**src/rtl/gpio_port_pkg.sv**
```systemverilog
package gpio_port_pkg;

    localparam int unsigned PORT_W = 8;

    typedef struct packed {
        logic [PORT_W-1:0] dir;
        logic [PORT_W-1:0] dat;
    } port_state_t;

endpackage

```
**src/rtl/gpio_in_sync.sv**
```systemverilog
module gpio_in_sync #(
    parameter int unsigned WIDTH  = 8,
    parameter int unsigned STAGES = 2
) (
    input  logic             clk,
    input  logic             rst_n,
    input  logic [WIDTH-1:0] raw_i,
    output logic [WIDTH-1:0] sync_o
);
    localparam int unsigned LAST = STAGES - 1;

    logic [STAGES-1:0][WIDTH-1:0] chain_d;
    logic [STAGES-1:0][WIDTH-1:0] chain_q;

    always_comb begin
        chain_d[0] = raw_i;
        for (int s = 1; s < STAGES; s++) begin
            chain_d[s] = chain_q[s-1];
        end
    end

    always_ff @(posedge clk or negedge rst_n) begin
        if (!rst_n) chain_q <= '0;
        else        chain_q <= chain_d;
    end

    assign sync_o = chain_q[LAST];
endmodule

```
**src/rtl/gpio_port_ctrl.sv**
```systemverilog
module gpio_port_ctrl
    import gpio_port_pkg::*;
(
    input  logic              clk,
    input  logic              rst_n,
    input  logic              hw_stby,
    input  logic              sw_stby,
    input  logic              wr_dir,
    input  logic              wr_dat,
    input  logic [PORT_W-1:0] wdata,
    output logic [PORT_W-1:0] dir_o,
    output logic [PORT_W-1:0] dat_o
);
    port_state_t st_d;
    port_state_t st_q;

    always_comb begin
        st_d = st_q;
        if (hw_stby) begin
            st_d.dir = '0;
            st_d.dat = '0;
        end else if (!sw_stby) begin
            if (wr_dir) st_d.dir = wdata;
            if (wr_dat) st_d.dat = wdata;
        end
    end

    always_ff @(posedge clk or negedge rst_n) begin
        if (!rst_n) st_q <= '0;
        else        st_q <= st_d;
    end

    assign dir_o = st_q.dir;
    assign dat_o = st_q.dat;
endmodule

```
**src/rtl/gpio_pin_drive.sv**
```systemverilog
module gpio_pin_drive #(
    parameter int unsigned WIDTH = 8
) (
    input  logic [WIDTH-1:0] dir_i,
    input  logic [WIDTH-1:0] dat_i,
    input  logic [WIDTH-1:0] sync_i,
    input  logic [WIDTH-1:0] alt_en_i,
    input  logic [WIDTH-1:0] alt_val_i,
    output logic [WIDTH-1:0] oe_o,
    output logic [WIDTH-1:0] out_o,
    output logic [WIDTH-1:0] rb_o
);
    for (genvar p = 0; p < WIDTH; p++) begin : g_pin
        assign oe_o[p]  = alt_en_i[p] | dir_i[p];
        assign out_o[p] = alt_en_i[p] ? alt_val_i[p] : dat_i[p];
        assign rb_o[p]  = dir_i[p] ? dat_i[p] : sync_i[p];
    end
endmodule

```
**src/rtl/gpio_port_regs.sv**
```systemverilog
module gpio_port_regs
    import gpio_port_pkg::*;
#(
    parameter int unsigned        ADDR_W  = 8,
    parameter logic [ADDR_W-1:0]  DIR_OFS = 8'h8C,
    parameter logic [ADDR_W-1:0]  DAT_OFS = 8'h8E,
    parameter int unsigned        SYNC_N  = 2
) (
    input  logic              clk,
    input  logic              rst_n,
    input  logic              hw_stby,
    input  logic              sw_stby,
    input  logic              bus_sel,
    input  logic              bus_wr,
    input  logic [ADDR_W-1:0] bus_addr,
    input  logic [PORT_W-1:0] bus_wdata,
    output logic [PORT_W-1:0] bus_rdata,
    input  logic [PORT_W-1:0] pin_in,
    output logic [PORT_W-1:0] pin_oe,
    output logic [PORT_W-1:0] pin_out,
    input  logic [PORT_W-1:0] alt_en,
    input  logic [PORT_W-1:0] alt_val
);
    logic              hit_dir;
    logic              hit_dat;
    logic [PORT_W-1:0] dir_q;
    logic [PORT_W-1:0] dat_q;
    logic [PORT_W-1:0] pin_sync;
    logic [PORT_W-1:0] read_back;

    assign hit_dir = bus_sel && (bus_addr == DIR_OFS);
    assign hit_dat = bus_sel && (bus_addr == DAT_OFS);

    gpio_in_sync #(.WIDTH(PORT_W), .STAGES(SYNC_N)) u_sync (
        .clk    (clk),
        .rst_n  (rst_n),
        .raw_i  (pin_in),
        .sync_o (pin_sync)
    );

    gpio_port_ctrl u_ctrl (
        .clk     (clk),
        .rst_n   (rst_n),
        .hw_stby (hw_stby),
        .sw_stby (sw_stby),
        .wr_dir  (hit_dir && bus_wr),
        .wr_dat  (hit_dat && bus_wr),
        .wdata   (bus_wdata),
        .dir_o   (dir_q),
        .dat_o   (dat_q)
    );

    gpio_pin_drive #(.WIDTH(PORT_W)) u_drive (
        .dir_i     (dir_q),
        .dat_i     (dat_q),
        .sync_i    (pin_sync),
        .alt_en_i  (alt_en),
        .alt_val_i (alt_val),
        .oe_o      (pin_oe),
        .out_o     (pin_out),
        .rb_o      (read_back)
    );

    always_comb begin
        if (hit_dir)      bus_rdata = '1;
        else if (hit_dat) bus_rdata = read_back;
        else              bus_rdata = '0;
    end
endmodule

```
**config.mk**
```make
export PLATFORM = sky130hd
export DESIGN_NAME = gpio_port_regs
export DESIGN_NICKNAME = d
export VERILOG_FILES = /design/src/rtl/gpio_port_pkg.sv /design/src/rtl/gpio_in_sync.sv /design/src/rtl/gpio_port_ctrl.sv /design/src/rtl/gpio_pin_drive.sv /design/src/rtl/gpio_port_regs.sv
export SDC_FILE = /design/constraint.sdc
export NUM_CORES = 1
export LEC_CHECK = 0
export BUFFER_PORTS_ARGS = -buffer_cell sky130_fd_sc_hd__buf_2
export CAP_MARGIN = 10
export CORE_AREA = 2 2 58 60
export DETAILED_ROUTE_END_ITERATION = 10
export DIE_AREA = 0 0 60 62
export PLACE_DENSITY = 0.82
export SETUP_SLACK_MARGIN = 0.4
export SLEW_MARGIN = 15
export SYNTH_ARGS = -nofsm -noshare
export SYNTH_HDL_FRONTEND = slang
export SYNTH_SLANG_ARGS = --single-unit
```
**constraint.sdc**
```tcl
create_clock -name clk -period 2.3 [get_ports clk]
set_input_delay 0.23 -clock clk [delete_from_list [all_inputs] [get_ports clk]]
set_output_delay 0.23 -clock clk [all_outputs]
set_load 0.03 [all_outputs]
```
==> results by group <==
Routing
  – DRT antenna net count: 0
  – Wire per inst: 12.7 um
  – Total routed wirelength: a little over 3 mm
  – DRC viols: 0
  – Drt pass-1 iters: 4
  – Vias: 1159
  – DRT iter0 DRCs: 21
  – Vias per inst: between 4 and 5

Placed design
  – Gpl congestion: 0.711
  – Post-DP HPWL: approximately 2.3 mm
  – Port Buffers: 69

Global routing
  – Initial antenna violation count: 0
  – Vias in the first global route: 1092
  – Remaining Overflow, GRT: 0
  – Total track usage: about 17%
  – Largest net degree at the start of global routing: 33
  – First-pass GRT wire length: 4.55 mm

Logic synthesis
  – Synth Warn #: 0
  – Post-synthesis adder-cell area fraction: 0%
  – Syn avg cell area: 12.9 um2
  – Multiplexer share of the synthesized area: 22.5%
  – Post-Synth Simple-Gate Area: 18.2%
  – Largest family of logic cells by synthesized area: multiplexers
  – Synth Register Bits: 32
  – Compound-gate portion of the synthesized area: 2.73%
  – Sequential-to-total area share from yosys stat: 54.5%
  – Post-synth cell types: 13
  – Synthesized Nets: 160
  – Mapped Cells: roughly 110
  – Post-Synth XOR/XNOR Area: 0%
  – Synth Cell Area: about 1500 um2

Finish
  – Final Net Count: 241
  – Layout area overhead: 34.7%
  – Ant. Diodes: 0
  – Layout cells sized above 1: 48.2%

Die
  – Io pins: 70
  – CORE AREA: between 3000 and 4000 um2
  – Chip width: 60 um
  – Row count: 21
  – Initial Util: a little under half
  – Die Y: 62 um
  – Die ar.: 3720 um2

Setup path
  – Crit Reg-Reg Startpoint: u_ctrl.dir_o[2]$_DFFE_PN0P_
  – CP Class: input pin to primary output
  – Worst Setup SP: bus_addr[6]
  – Critical Path AT: ~1300 ps
  – Required time of the critical path: 2070 ps
  – Critical Path Fanout Max: 8
  – Startpoint types: input pin
  – Critical Path End Type: primary output

Clock network
  – CTS tree: done
  – Cts hold-fix bufs: 9
  – Inserted Clock Buffers: 5
  – Root Buffer Master: clkbuf_4
  – # Post-CTS Setup Buffers: 0
  – CTS Buffer Depth: 2
  – Skew-Pair Late Insertion Delay: about 320 ps
  – PostCTS Resize Cnt: 0
  – CTS clk-pin slew, worst paths: ~90 ps
  – H-Tree Depth: 2
  – Clock sink total: 32

Timing
  – Period utilisation layout: 66.2%
  – RSZ-0062 raised after global routing: no
  – Sum Neg Setup Slack: 0 ps
  – Max_slew headroom: 54.5%
  – Clock Skew: 5.60 ps
  – Final setup viols: 0
  – Min cycle time layout: 1520 ps
  – Final Hold Fails: 0
  – Fmax: roughly 660 MHz
  – Slew @ Worst Pin: 682 ps
  – Final Max Tran Viols: 0

Job
  – Maxcap violations: 0

Power
  – Leakage power total: 1.03 nW
  – Worst VDD drop: 315 uV
  – Total power: 1.02 mW
  – Cell Pwr Density: ~500 nW/um2

Hold path
  – Hold path start: bus_wdata[5]
  – Hold Path Class: input pin to flip-flop

Run status
  – Outcome: complete, no violations
cell usage in the layout, fill, tap and decap left out, drive strengths merged:
cell,count
mux2,8
a21oi,8
or2,8
dlygate4sd3,9
and4b,1
nand4,1
and4bb,2
clkbuf,6
dfrtp,32
nand2,1
and2b,1
nand2b,24
buf,69
clkinv,1
mux2i,24
synthesized netlist by cell type:
master	count	area, um2
buf_6	2	22.5
nand4_4	1	21.3
mux2i_1	24	240
a21oi_1	8	40.0
mux2_2	8	90.1
clkbuf_1	2	7.51
or2_2	8	50.1
nand2_1	1	3.75
and4bb_2	2	25.0
nand2b_1	24	150
and2b_1	1	7.51
dfrtp_1	32	801
and4b_1	1	10.0
path summary, 6_finish.rpt:
kind                            slack (ps)  cells after the start                           end
worst max-delay path                   780                      5                  bus_rdata[2]
worst min-delay path                   180                      3   u_ctrl.dir_o[5]$_DFFE_PN0P_
worst max register to register        1600                      2   u_ctrl.dir_o[2]$_DFFE_PN0P_
worst min register to register         360                      0    u_sync.sync_o[3]$_DFF_PN0_
max in group asynchronous             1380                      2    u_sync.sync_o[5]$_DFF_PN0_
min in group asynchronous              460                      2  u_sync.chain_d[12]$_DFF_PN0_
cells by family (layout without fill, tap and decap cells):
| kind of cell | after synthesis | count (layout) |
|---|---|---|
| and+or+nand+nor | 38 | 38 |
| muxes | 32 | 32 |
| DFF | 32 | 32 |
| AOI/OAI and AO/OA | 8 | 8 |
| buffers and inverters | 4 | 85 |
report_power, final:
group | total [mW] | leakage, nW | switching [mW] | internal, mW
combinational | 0.148 | 0.592 | 0.0768 | 0.0712
clock | 0.290 | 0.0281 | 0.177 | 0.112
sequential | 0.580 | 0.410 | 0.00386 | 0.576
per-layer routing:
metal,share of wire [%],wire [um],up-vias,global-route usage (%)
met5,0,0,-,0
met1,41,1260,550,19.5
met2,51,1550,48,29.7
met4,2.4,74,0,11.1
met3,5.6,172,9,4.35
li1,-,-,552,-
state kept, by name, summed over array words and instances (netlist names):
register / count
u_ctrl.dat_o: 8
u_ctrl.dir_o: 8
u_sync.chain_d: 8
u_sync.sync_o: 8
per-stage QoR:
step	worst slack (ps)	std cells	instance area [um2]	hold slack [ps]	util, %
2_1_floorplan	855	114	1470	-65.6	-
3_3_place_gp	767	225	1840	307	57.9
3_5_place_dp	741	225	1840	313	57.9
4_1_cts	737	241	1980	168	62.2
5_1_grt	645	241	1980	180	62.2
6_report	778	241	1980	181	62.2
layout make-up:
type,count,area (um2)
Timing Repair Buffer,78,435
Fill cell,259,1200
Clock inverter,1,5.00
Tap cell,46,57.6
Multi-Input combinational cell,78,638
Clock buffer,6,41.3
Sequential cell,32,801
worst max-delay path: stages:
cell      delay (ps)
buf_2             90
and4bb_2         340
nand2_1          210
a21oi_1          200
buf_2            220
Power figures use the tool's default switching activity.
